### src/rtl/twb_pkg.sv
// Shared constants for the two-wire bus register set.
// Assumes an 8-bit register word made of a 5-bit code, one spare bit and a 2-bit prescaler.
package twb_pkg;
    localparam int unsigned REG_W  = 8;
    localparam int unsigned CODE_W = 5;
    localparam int unsigned PS_W   = 2;

    typedef enum logic [1:0] {
        SEL_CTRL = 2'd0,
        SEL_STAT = 2'd1,
        SEL_DATA = 2'd2,
        SEL_NONE = 2'd3
    } reg_sel_e;

    // control register bit positions
    localparam int unsigned B_EN   = 0;
    localparam int unsigned B_IE   = 1;
    localparam int unsigned B_STOP = 2;
    localparam int unsigned B_COLL = 3;
    localparam int unsigned B_FLAG = 7;
endpackage

### src/rtl/twb_ctrl_reg.sv
// Control bits: enable, interrupt enable, stop request, event flag and slave recovery pulse.
// Assumes the engine's done and flag-set inputs are single-cycle pulses synchronous to clk.
module twb_ctrl_reg (
    input  logic clk,
    input  logic rst_n,
    input  logic wr,
    input  logic w_en,
    input  logic w_ie,
    input  logic w_stop,
    input  logic w_flag,
    input  logic eng_is_master,
    input  logic eng_stop_done,
    input  logic eng_flag_set,
    output logic en_q,
    output logic ie_q,
    output logic stop_q,
    output logic flag_q,
    output logic recover_q
);
    logic stop_ask;
    assign stop_ask = wr && w_en && w_stop;

    // enable and interrupt-enable follow control writes
    always_ff @(posedge clk) begin
        if (!rst_n) begin
            en_q <= 1'b0;
            ie_q <= 1'b0;
        end else if (wr) begin
            en_q <= w_en;
            ie_q <= w_ie;
        end
    end

    // stop request: set by a master-mode ask, cleared by done or by disable
    always_ff @(posedge clk) begin
        if (!rst_n)                       stop_q <= 1'b0;
        else if (wr && !w_en)             stop_q <= 1'b0;
        else if (stop_ask && eng_is_master) stop_q <= 1'b1;
        else if (eng_stop_done)           stop_q <= 1'b0;
    end

    // one-cycle recovery pulse for a stop ask in slave mode
    always_ff @(posedge clk) begin
        if (!rst_n) recover_q <= 1'b0;
        else        recover_q <= stop_ask && !eng_is_master;
    end

    // event flag: engine event sets it, a write of one clears it, the event wins
    always_ff @(posedge clk) begin
        if (!rst_n)              flag_q <= 1'b0;
        else if (eng_flag_set)   flag_q <= 1'b1;
        else if (wr && w_flag)   flag_q <= 1'b0;
    end


    stop_done_clears_chk: assert property (@(posedge clk) disable iff (!rst_n)
        (stop_q && eng_stop_done && !stop_ask) |=> !stop_q);

    slave_recover_chk: assert property (@(posedge clk) disable iff (!rst_n)
        (stop_ask && !eng_is_master && !stop_q) |=> (recover_q && !stop_q));

    disable_drops_chk: assert property (@(posedge clk) disable iff (!rst_n)
        (wr && !w_en) |=> (!en_q && !stop_q));

    flag_event_wins_chk: assert property (@(posedge clk) disable iff (!rst_n)
        eng_flag_set |=> flag_q);
endmodule

### src/rtl/twb_data_reg.sv
// Data register with write-collision guard: a write is accepted only while the flag is high.
// Assumes flag is the registered flag; a same-cycle set event does not admit the write.
module twb_data_reg #(
    parameter int unsigned DATA_W = 8
) (
    input  logic              clk,
    input  logic              rst_n,
    input  logic              wr,
    input  logic [DATA_W-1:0] wdata,
    input  logic              flag,
    output logic [DATA_W-1:0] data_q,
    output logic              coll_q
);
    // store the byte when allowed, else keep it and mark a collision
    always_ff @(posedge clk) begin
        if (!rst_n) begin
            data_q <= '0;
            coll_q <= 1'b0;
        end else if (wr) begin
            if (flag) begin
                data_q <= wdata;
                coll_q <= 1'b0;
            end else begin
                coll_q <= 1'b1;
            end
        end
    end


    collision_hold_chk: assert property (@(posedge clk) disable iff (!rst_n)
        (wr && !flag) |=> (coll_q && data_q == $past(data_q)));

    accept_write_chk: assert property (@(posedge clk) disable iff (!rst_n)
        (wr && flag) |=> (!coll_q && data_q == $past(wdata)));
endmodule

### src/rtl/twb_status_reg.sv
// Status word: registered engine code merged with a software prescaler, plus divider decode.
// Assumes the divider output is one-hot with a stride of two bit positions per code.
module twb_status_reg #(
    parameter int unsigned CODE_W = 5,
    parameter int unsigned PS_W   = 2
) (
    input  logic                       clk,
    input  logic                       rst_n,
    input  logic                       wr,
    input  logic [PS_W-1:0]            w_ps,
    input  logic [CODE_W-1:0]          eng_status,
    output logic [CODE_W+PS_W:0]       status_word,
    output logic [2*((1<<PS_W)-1):0]   div
);
    localparam int unsigned NCODES = 1 << PS_W;
    localparam int unsigned DIV_W  = 2*(NCODES-1)+1;

    logic [CODE_W-1:0] code_q;
    logic [PS_W-1:0]   ps_q;

    // capture the engine code each cycle; reset value is all ones
    always_ff @(posedge clk) begin
        if (!rst_n) code_q <= '1;
        else        code_q <= eng_status;
    end

    // prescaler is the only writable part of the status word
    always_ff @(posedge clk) begin
        if (!rst_n)  ps_q <= '0;
        else if (wr) ps_q <= w_ps;
    end

    assign status_word = {code_q, 1'b0, ps_q};

    // one-hot divider: code k lights bit 2k
    generate
        for (genvar k = 0; k < NCODES; k++) begin : g_div
            assign div[2*k] = (ps_q == k[PS_W-1:0]);
            if (k < NCODES-1) begin : g_gap
                assign div[2*k+1] = 1'b0;
            end
        end
    endgenerate


    div_onehot_chk: assert property (@(posedge clk) disable iff (!rst_n)
        $countones(div) == 1);

    code_delay_chk: assert property (@(posedge clk) disable iff (!rst_n)
        1'b1 |=> status_word[CODE_W+PS_W:PS_W+1] == $past(eng_status));

    ps_write_chk: assert property (@(posedge clk) disable iff (!rst_n)
        wr |=> div[DIV_W-1:0] == ({{(DIV_W-1){1'b0}},1'b1} << (2*$past(w_ps))));
endmodule

### src/rtl/twb_csr.sv
// Top of the two-wire bus register set: address decode, read mux and interrupt request.
// Assumes one register access per cycle; reads have no side effects.
module twb_csr #(
    parameter int unsigned ADDR_W = 2,
    parameter int unsigned CODE_W = twb_pkg::CODE_W,
    parameter int unsigned PS_W   = twb_pkg::PS_W
) (
    input  logic                          clk,
    input  logic                          rst_n,
    input  logic                          rd_en,
    input  logic                          wr_en,
    input  logic [ADDR_W-1:0]             addr,
    input  logic [CODE_W+PS_W:0]          wdata,
    output logic [CODE_W+PS_W:0]          rdata,
    input  logic [CODE_W-1:0]             eng_status,
    input  logic                          eng_is_master,
    input  logic                          eng_stop_done,
    input  logic                          eng_flag_set,
    input  logic                          glb_irq_en,
    output logic                          stop_req,
    output logic                          if_enable,
    output logic                          slave_recover,
    output logic                          irq,
    output logic [CODE_W+PS_W:0]          data_out,
    output logic [2*((1<<PS_W)-1):0]      prescale_div
);
    import twb_pkg::*;

    localparam int unsigned W = CODE_W + PS_W + 1;

    logic wr_ctrl, wr_stat, wr_data;
    logic en_q, ie_q, stop_q, flag_q, rec_q, coll_q;
    logic [W-1:0] stat_word, data_q, ctrl_word;

    // write strobes per register
    always_comb begin
        wr_ctrl = wr_en && (addr == ADDR_W'(SEL_CTRL));
        wr_stat = wr_en && (addr == ADDR_W'(SEL_STAT));
        wr_data = wr_en && (addr == ADDR_W'(SEL_DATA));
    end

    twb_ctrl_reg u_ctrl (
        .clk(clk), .rst_n(rst_n), .wr(wr_ctrl),
        .w_en(wdata[B_EN]), .w_ie(wdata[B_IE]), .w_stop(wdata[B_STOP]), .w_flag(wdata[B_FLAG]),
        .eng_is_master(eng_is_master), .eng_stop_done(eng_stop_done), .eng_flag_set(eng_flag_set),
        .en_q(en_q), .ie_q(ie_q), .stop_q(stop_q), .flag_q(flag_q), .recover_q(rec_q)
    );

    twb_data_reg #(.DATA_W(W)) u_data (
        .clk(clk), .rst_n(rst_n), .wr(wr_data), .wdata(wdata), .flag(flag_q),
        .data_q(data_q), .coll_q(coll_q)
    );

    twb_status_reg #(.CODE_W(CODE_W), .PS_W(PS_W)) u_stat (
        .clk(clk), .rst_n(rst_n), .wr(wr_stat), .w_ps(wdata[PS_W-1:0]),
        .eng_status(eng_status), .status_word(stat_word), .div(prescale_div)
    );

    // assemble control read word; spare bits are zero
    always_comb begin
        ctrl_word         = '0;
        ctrl_word[B_EN]   = en_q;
        ctrl_word[B_IE]   = ie_q;
        ctrl_word[B_STOP] = stop_q;
        ctrl_word[B_COLL] = coll_q;
        ctrl_word[B_FLAG] = flag_q;
    end

    // read mux, gated by the read enable
    always_comb begin
        rdata = '0;
        if (rd_en) begin
            case (addr)
                ADDR_W'(SEL_CTRL): rdata = ctrl_word;
                ADDR_W'(SEL_STAT): rdata = stat_word;
                ADDR_W'(SEL_DATA): rdata = data_q;
                default:           rdata = '0;
            endcase
        end
    end

    assign stop_req      = stop_q;
    assign if_enable     = en_q;
    assign slave_recover = rec_q;
    assign data_out      = data_q;
    assign irq           = flag_q && ie_q && glb_irq_en;


    irq_follows_event_chk: assert property (@(posedge clk) disable iff (!rst_n)
        (eng_flag_set && ie_q && !wr_ctrl) |=> (irq == glb_irq_en));

    spare_bits_zero_chk: assert property (@(posedge clk) disable iff (!rst_n)
        (rd_en && addr == ADDR_W'(SEL_CTRL)) |-> rdata[6:4] == 3'b000);

    recover_single_chk: assert property (@(posedge clk) disable iff (!rst_n)
        slave_recover && !(wr_ctrl && wdata[B_EN] && wdata[B_STOP] && !eng_is_master) |=> !slave_recover);
endmodule

### config.mk
export PLATFORM = sky130hd
export DESIGN_NAME = twb_csr
export DESIGN_NICKNAME = d
export VERILOG_FILES = /design/src/rtl/twb_pkg.sv /design/src/rtl/twb_ctrl_reg.sv /design/src/rtl/twb_data_reg.sv /design/src/rtl/twb_status_reg.sv /design/src/rtl/twb_csr.sv
export SDC_FILE = /design/constraint.sdc
export NUM_CORES = 1
export LEC_CHECK = 0
export ABC_AREA = 1
export BUFFER_PORTS_ARGS = -buffer_cell sky130_fd_sc_hd__buf_4
export CORE_MARGIN = 2
export CORE_UTILIZATION = 30
export CTS_BUF_LIST = sky130_fd_sc_hd__clkbuf_2
export CTS_CLUSTER_DIAMETER = 100
export CTS_CLUSTER_SIZE = 14
export DETAILED_ROUTE_END_ITERATION = 7
export SYNTH_ARGS = -nofsm -noshare
export SYNTH_HDL_FRONTEND = slang
export SYNTH_HIERARCHICAL = 1
export SYNTH_SLANG_ARGS = --single-unit
### constraint.sdc
create_clock -name clk -period 1.8 [get_ports clk]
set_input_delay 0.36 -clock clk [delete_from_list [all_inputs] [get_ports clk]]
set_output_delay 0.36 -clock clk [all_outputs]
set_load 0.005 [all_outputs]
## Yosys cells after proc, flatten, opt, wreduce, memory -nomap -nowiden

Cells that the tools add are included.
Widths: inputs -> output; s select.

| word-level totals | value |
|---|---|
| bits in registers | 21 |
| bits of input ports | 23 |
| word-level logic and storage cells | 41 |

| cells by class | value |
|---|---|
| equality and inequality tests | 5 |
| mux-type cells | 7 |
| bitwise gates (word level) | 1 |
| reduce and logical (&&, ||, !) cells | 19 |

Operators with widths:

| operator | count |
|---|---|
| $pmux 8 s3 | 1 |
| $logic_and 1x1->1 | 11 |
| $mux 8 | 1 |
| $eq 2x2->1 const B | 3 |
| $mux 1 | 5 |
| $eq 2x1->1 const B | 2 |
| $logic_not 2->1 | 2 |
| $reduce_bool 2->1 | 2 |
| $logic_not 1->1 | 2 |
| $reduce_and 2->1 | 1 |
| $reduce_or 2->1 | 1 |
| $not 1->1 | 1 |

## Depth between registers and ports, before layout

Gate-level depths: netlist of run 1.

| depth | value |
|---|---|
| depth after elaboration | 6 |
| mapped depth | 8 |
| depth with buffers taken out | 6 |

## Hierarchy

The synthesis of run 1 kept the hierarchy.

By module, submodules not included:

| module | times used | cells an instance | area an instance (um^2) | sequential area each (um^2) |
|---|---|---|---|---|
| twb_data_reg | 1 | 55 | 369.1 | 180.2 |
| twb_status_reg | 1 | 39 | 275.3 | 140.1 |
| twb_csr | 1 | 52 | 266.5 | 0.0 |
| twb_ctrl_reg | 1 | 22 | 177.7 | 100.1 |

## Worst setup path after synthesis of run 1

OpenSTA, ideal clock, no wires.

| path | value |
|---|---|
| kind | input -> register |
| from | in addr[1] |
| to | reg u_data.data_q[4] |
| data arrival time | 1247 ps |
| data required time | 1686 ps |
| slack | 439 ps |
| cell stages on the path | 7 |
| path buffers | 2 |
| cells stage by stage | buf_6 > inv_4 > nor3_1 > nand2_2 > buf_6 > nor2_1 > nor2_2 |

| between the ends | value |
|---|---|
| cells in the longest elaborated chain, start to end | 3 |

RTL lines:

| element | line | text |
|---|---|---|
| from (decl) | twb_csr.sv:12 | `input logic [ADDR_W-1:0] addr,` |
| $eq 2x2->1 | twb_csr.sv:39 | `wr_data = wr_en && (addr == ADDR_W'(SEL_DATA));` |
| $logic_and 1x1->1 | twb_csr.sv:39 |  |
| via wr_data | twb_csr.sv:31 | `logic wr_ctrl, wr_stat, wr_data;` |
| $reduce_and 2->1 (no line) | n/a |  |
| to (signal assigned) | twb_data_reg.sv:21 | `data_q <= wdata;` |
| to (decl) | twb_data_reg.sv:11 | `output logic [DATA_W-1:0] data_q,` |

The timed path passes the listed nets, and every way through them passes these cells.
A chain may end at the register's enable or synchronous reset.

## Worst setup path in the final report of run 1

| path | value |
|---|---|
| from | reg u_stat.ps_q[1] |
| to | out rdata[1] |

| between the ends | value |
|---|---|
| cells in the longest elaborated chain, start to end | 2 |

RTL lines:

| element | line | text |
|---|---|---|
| from (decl) | twb_status_reg.sv:19 | `logic [PS_W-1:0] ps_q;` |
| from (signal assigned) | twb_status_reg.sv:30 | `else if (wr) ps_q <= w_ps;` |
| $pmux 8 s3 | twb_csr.sv:73 | `case (addr)` |
| $mux 8 | twb_csr.sv:72 | `if (rd_en) begin` |
| to (decl) | twb_csr.sv:14 | `output logic [CODE_W+PS_W:0] rdata,` |

No other way between the ends.

==> metrics, run 1 <==
worst endpoint required time about 1.4 ns; H-tree depth 1; RSZ-0062 raised after global routing false; clock sinks 21; Max Cap Viol 0; Crit path depth 5; startpoint types flop; worst path cell trace nand3_1, nand3_1, nand2_1, inv_1, buf_4; clk slew on worst S/H paths roughly 0.19 ns; register area share after synthesis 0.386; Final #Nets 238; post-route clock period utilization 0.845; Setup crit end kind primary output; drt wl/cell about 9.7 um; Initial DRT Pass Iterations 4; cts hold-fix bufs 0; die area 4130 sq um; commonest non-fill, non-tap cell in the layout buf_4; first-pass GRT wire length roughly 4.4 mm; post-CTS setup buffer count 0; Worst Setup EP rdata[1]; largest net degree at the start of global routing 20; Final Setup Violations 0; Mapped Area between 1000 and 1500 sq um; outcome completed; Worst EP arrival between 1 and 1.5 ns; drc violations 0; maximum VDD drop 223 uV; Synth top area share 0.386; pwr dens between 500 and 600 nW/um^2; Crit-path slowest cell dfxtp_1; CTS tree yes; core box area approximately 3400 sq um; Worst R2R Path Depth 3; P&R area growth vs syn 34.3%; critical path class flop to primary output; max-slew violations 0; All-Layer GR Usage 0.131; global route overflow 0; DR iter-0 viols 45; vias in the first global route just under 1,000; Post-CTS Resized 0; r2r endpoint u_data/data_q[4]; Routability Congestion between 0.8 and 0.9; worst path bufs/invs 2; R2R Path Start u_ctrl/flag_q; CTS buffer count 3; Hold Slack approximately 0.19 ns; IO Pins 50; Root Driver clkbuf_2; crit path time final 1.52 ns; top cells by area, synth dfxtp_1 (39%), nand2_1 (15%), nor2_1 (10%); initial core utilization 0.319; hpwl dp 1.96 mm; Yosys cell types 19; clk_skew 0.00260 ns; yosys synthesis warning count 6; Std-Cell Rows 21; Syn Inst Count 168; most frequent cells in the layout buf_4 (47), nand2_1 (44), nor2_1 (29), inv_1 (28), dfxtp_1 (21); hold crit path type input port to flop; Worst Setup SP u_stat/ps_q[1]; ant diodes 0; Routed WL 2.53 mm; Max Fclk between 600 and 700 MHz; DR vias around 1,100; Yosys top cell by area dfxtp_1; antenna viol nets, final 0; CP peak stage delay about 0.47 ns; Worst path most repeated cell nand3_1; Vias/cell 4.10; flop2flop setup slack roughly 0.80 ns; layout cells sized above 1 0.280; Fin Setup TNS 0 ns; Die Y-Extent ~64 um; Die X roughly 64 um; IO buf count 46; antenna violations before repair 0; P_leak approximately 0.82 nW; register bit count reported by yosys 21; Crit path max-delay family flip-flops; syn avg cell area 6.48 sq um; clock buffer depth 2; crit path max fanout 6; final hold vios 0; clock insertion delay at the later pin of the skew report around 0.30 ns
## kinds of logic after synthesis
group | Yosys count | synth area share
simple gates | 101 | 0.403
buf+inv | 38 | 0.171
flops | 21 | 0.386
compound gates | 7 | 0.0356
other cells | 1 | 0.00344
## Yosys cell counts
library cell,number
nand2_1,44
nand4_1,1
nor2_2,1
nor2_4,3
nor2_1,29
buf_6,3
o21ai_0,1
inv_1,28
dfxtp_1,21
conb_1,1
buf_2,1
buf_4,4
nand3_1,16
inv_4,2
and3_1,1
nor3_1,4
nand2_2,2
o21ai_2,1
a21oi_1,5
## how the worst min path moves through the flow
stage             startpoint                to  slack (ns)  cells past startpoint
6_report       eng_is_master  u_ctrl/recover_q        0.19                      2
5_1_grt        eng_is_master  u_ctrl/recover_q        0.16                      2
4_1_cts        eng_is_master  u_ctrl/recover_q        0.17                      2
3_5_place_dp   u_ctrl/stop_q     u_ctrl/stop_q        0.48                      2
3_3_place_gp   u_data/coll_q     u_data/coll_q        0.48                      2
2_1_floorplan          rst_n  u_stat/code_q[0]        0.43                      1
## stage by stage
stage	power (mW)	area (sq um)	util	worst slack, ns	std cells
4_1_cts	0.863	1460	0.428	0.252	260
6_report	0.849	1460	0.428	0.278	260
3_5_place_dp	0.667	1440	0.422	0.288	256
5_1_grt	0.904	1460	0.428	0.119	260
3_3_place_gp	0.667	1440	0.422	0.332	256
2_1_floorplan	0.591	1100	-	0.439	171
## where the power goes
group,internal [mW],switching (mW)
clock,0.0589,0.134
combinational,0.0789,0.0778
sequential,0.484,0.0151
total,0.622,0.227
## state kept, by name, summed over array words and instances, names as in the netlist
signal,cells
u_data/data_q,8
u_stat/code_q,5
u_stat/ps_q,2
u_ctrl/en_q,1
u_ctrl/flag_q,1
u_ctrl/ie_q,1
u_ctrl/recover_q,1
u_ctrl/stop_q,1
u_data/coll_q,1
## routing by layer
layer  part of all wire  wire length (um)  global-route usage
met1               0.47              1180               0.179
met2               0.46              1160               0.202
met3              0.065               165              0.0246
met4              0.012                30              0.0559
met5                  0                 0                   0
## cell type report
class | count | area, sq um
Fill cell | 396 | 1950
Clock buffer | 4 | 20.0
Multi-Input combinational cell | 112 | 493
Timing Repair Buffer | 47 | 353
Inverter | 30 | 118
Tap cell | 46 | 57.6
Sequential cell | 21 | 420
Power figures use the tool's default switching activity.
==> inputs of run 2 (changes only) <==
==> constraint.sdc (replaced) <==
create_clock -name clk -period 1.3 [get_ports clk]
set_input_delay 0.26 -clock clk [delete_from_list [all_inputs] [get_ports clk]]
set_output_delay 0.26 -clock clk [all_outputs]
set_load 0.005 [all_outputs]
==> run 2 against run 1 <==
Worst hold slack got worse by 0.11 ns. Sequential power increased by 38%. Sequential share of layout area decreased by 3.3 points. Count of clock-buffer cells in the layout unchanged. Register-to-register slack got worse by 0.44 ns. Global-route usage increased by 0.77 points. Wire length increased by 11%. Power increased by 47%. Clock skew decreased by 0.0016 ns. Worst setup slack got worse by 0.28 ns. Clock power increased by 41%. Largest cell class unchanged.
==> metrics, run 2 (synthesis results as in run 1) <==
core box area 3420 sq um (unchanged); CP peak stage delay 0.39 ns (-0.08 ns); layout cells sized above 1 0.539 (+0.258); Flop pwr share 0.555 (-0.033); Placed Cells 263 (+2.7%); R2R Path Start u_ctrl/flag_q; Crit-path slowest cell dfxtp_4; post-route clock period utilization 0.998; flop2flop setup slack 0.36 ns (-0.44 ns); worst endpoint required time 1.04 ns (-0.40 ns); combinational share of power 0.227 (+0.042); clk slew on worst S/H paths 0.19 ns (about the same); P&R area growth vs syn 61.8%; maximum VDD drop 233 uV (+4.8%); hpwl dp 2.07 mm (+5.7%); Vias/cell 4.13 (+0.72%); Hold Slack 0.0889 ns (-0.105 ns); ant diodes 0 (unchanged); Routability Congestion 0.752 (-12%); worst path bufs/invs 2 (unchanged); antenna viol nets, final 0 (unchanged); RSZ-0062 raised after global routing true; final std cells w/o fill 278 (+6.9%); internal power 0.901 mW (+45%); Crit path max-delay family flip-flops; Place WS -0.0254 ns (-0.314 ns); Worst path most repeated cell nand3_2; Worst R2R Path Depth 4 (+1); P_leak 0.955 nW (+17%); first-pass GRT wire length 4.65 mm (+6.3%); outcome completed; All-Layer GR Usage 0.139 (+0.00775); clock sinks 21 (unchanged); DR iter-0 viols 40 (-11%); crit path time final 1.30 ns; Final #Nets 256 (+7.6%); Std-Cell Rows 21 (unchanged); Regs by FF count u_data/data_q: 8 flops, u_stat/code_q: 5 flops, u_stat/ps_q: 2 flops; drc violations 0 (unchanged); Setup crit end kind primary output; die area 4130 sq um (unchanged); Max Fclk around 770 MHz; sw frac 0.276 (+0.00873); Max Cap Viol 0 (unchanged); switching power 0.344 mW (+51%); Initial DRT Pass Iterations 4 (unchanged); largest net degree at the start of global routing 20 (unchanged); final core occ 0.516 (+0.0879); clock power share 0.219 (-0.008); Routed WL 2.82 mm (+11%); CTS tree yes; H-tree depth 1 (unchanged); antenna violations before repair 0 (unchanged); Worst EP arrival 1.04 ns (-0.12 ns); global route overflow 0 (unchanged); IO buf count 46 (unchanged); max reg flops 8 (unchanged); Top reg by flops u_data/data_q; pwr dens 707 nW/um^2 (+22%); Die X 64.2 um (unchanged); critical path class flop to primary output; initial core utilization 0.319 (unchanged); max-slew violations 0 (unchanged); Crit path depth 5 (unchanged); Die Y-Extent 64.2 um (unchanged); DR vias 1,148 (+7.7%); most frequent cells in the layout buf_4 (57), nand2_1 (36), nor2_1 (27), inv_1 (25), dfxtp_2 (14); Worst Setup EP rdata[1]; Final WS setup 0.00262 ns (-0.276 ns); vias in the first global route 1,108 (+13%); final hold vios 0 (unchanged); startpoint types flop; commonest non-fill, non-tap cell in the layout buf_4; clock insertion delay at the later pin of the skew report 0.30 ns (about the same); r2r endpoint u_data/data_q[5]; IO Pins 50 (unchanged); Final Setup Violations 0 (unchanged); hold crit path type input port to flop; CTS buffer count 3 (unchanged); Root Driver clkbuf_2; crit path max fanout 3 (-3); drt wl/cell 10.1 um (+4.1%); clock buffer depth 2 (unchanged); worst path cell trace nand3_2, nand3_2, nand2_1, inv_1, buf_4; Worst Setup SP u_stat/ps_q[1]; clk_skew 0.000979 ns (-0.00162 ns)
[run 2: cell count changes in the layout (fill, tap and decap cells not counted), sizes merged]
cell	delta
buf	+18
[run 2: what timing repair did]
item / in CTS / in global routing
buffers inserted: 9 / 2
pin swaps: 12 / 11
hold buffers: 0 / 0
resized for setup: 36 / 22
setup endpoints to repair: 9 / 13
[run 2: how the worst min path moves through the flow]
stage	start	endpoint	slack, ns	cells past startpoint
finish	eng_is_master	u_ctrl/recover_q	0.09	2
global route	eng_is_master	u_ctrl/recover_q	0.06	2
CTS	eng_is_master	u_ctrl/recover_q	0.08	2
detailed placement	eng_status[1]	u_stat/code_q[1]	0.43	3
global placement	eng_status[2]	u_stat/code_q[2]	0.43	3
floorplan	rst_n	u_stat/code_q[0]	0.33	1
[run 2: cell type report]
class | instances | area (sq um)
clock buffer | 4 | 20.0
fill | 356 | 1650
inverter | 30 | 118
multi-input combinational | 112 | 599
sequential | 21 | 449
tap | 46 | 57.6
timing repair buffer | 65 | 518
[run 2: metal layers]
layer  track usage  part of all wire  vias up
met1         0.183              0.48      499
met5             0                 0        -
met3        0.0211             0.035        2
met2         0.234              0.48       25
met4        0.0399            0.0060        0
li1              -                 -      622
[run 2: power groups by stage]
stage / Clock (mW) / Combinational, mW / Sequential [mW]
final: 0.273 / 0.282 / 0.690
after global routing: 0.305 / 0.315 / 0.695
after CTS: 0.277 / 0.268 / 0.690
after detailed placement: 0 / 0.235 / 0.705
after global placement: 0 / 0.234 / 0.705
after floorplan: 0 / 0.119 / 0.699
[run 2: metrics by stage]
| step | power (mW) | setup TNS, ns | cell area, sq um |
|---|---|---|---|
| 6_report | 1.25 | 0 | 1760 |
| 3_3_place_gp | 0.939 | -0.0132 | 1490 |
| 4_1_cts | 1.23 | -0.0324 | 1690 |
| 5_1_grt | 1.32 | -0.596 | 1760 |
| 2_1_floorplan | 0.818 | 0 | 1100 |
| 3_5_place_dp | 0.940 | -0.0556 | 1490 |
[run 2: worst reg2reg max path: stages (launching register included)]
cell	delay [ns]
dfxtp_4	0.42
nand2_2	0.19
nand2_1	0.13
nand2_1	0.05
nor2_1	0.10
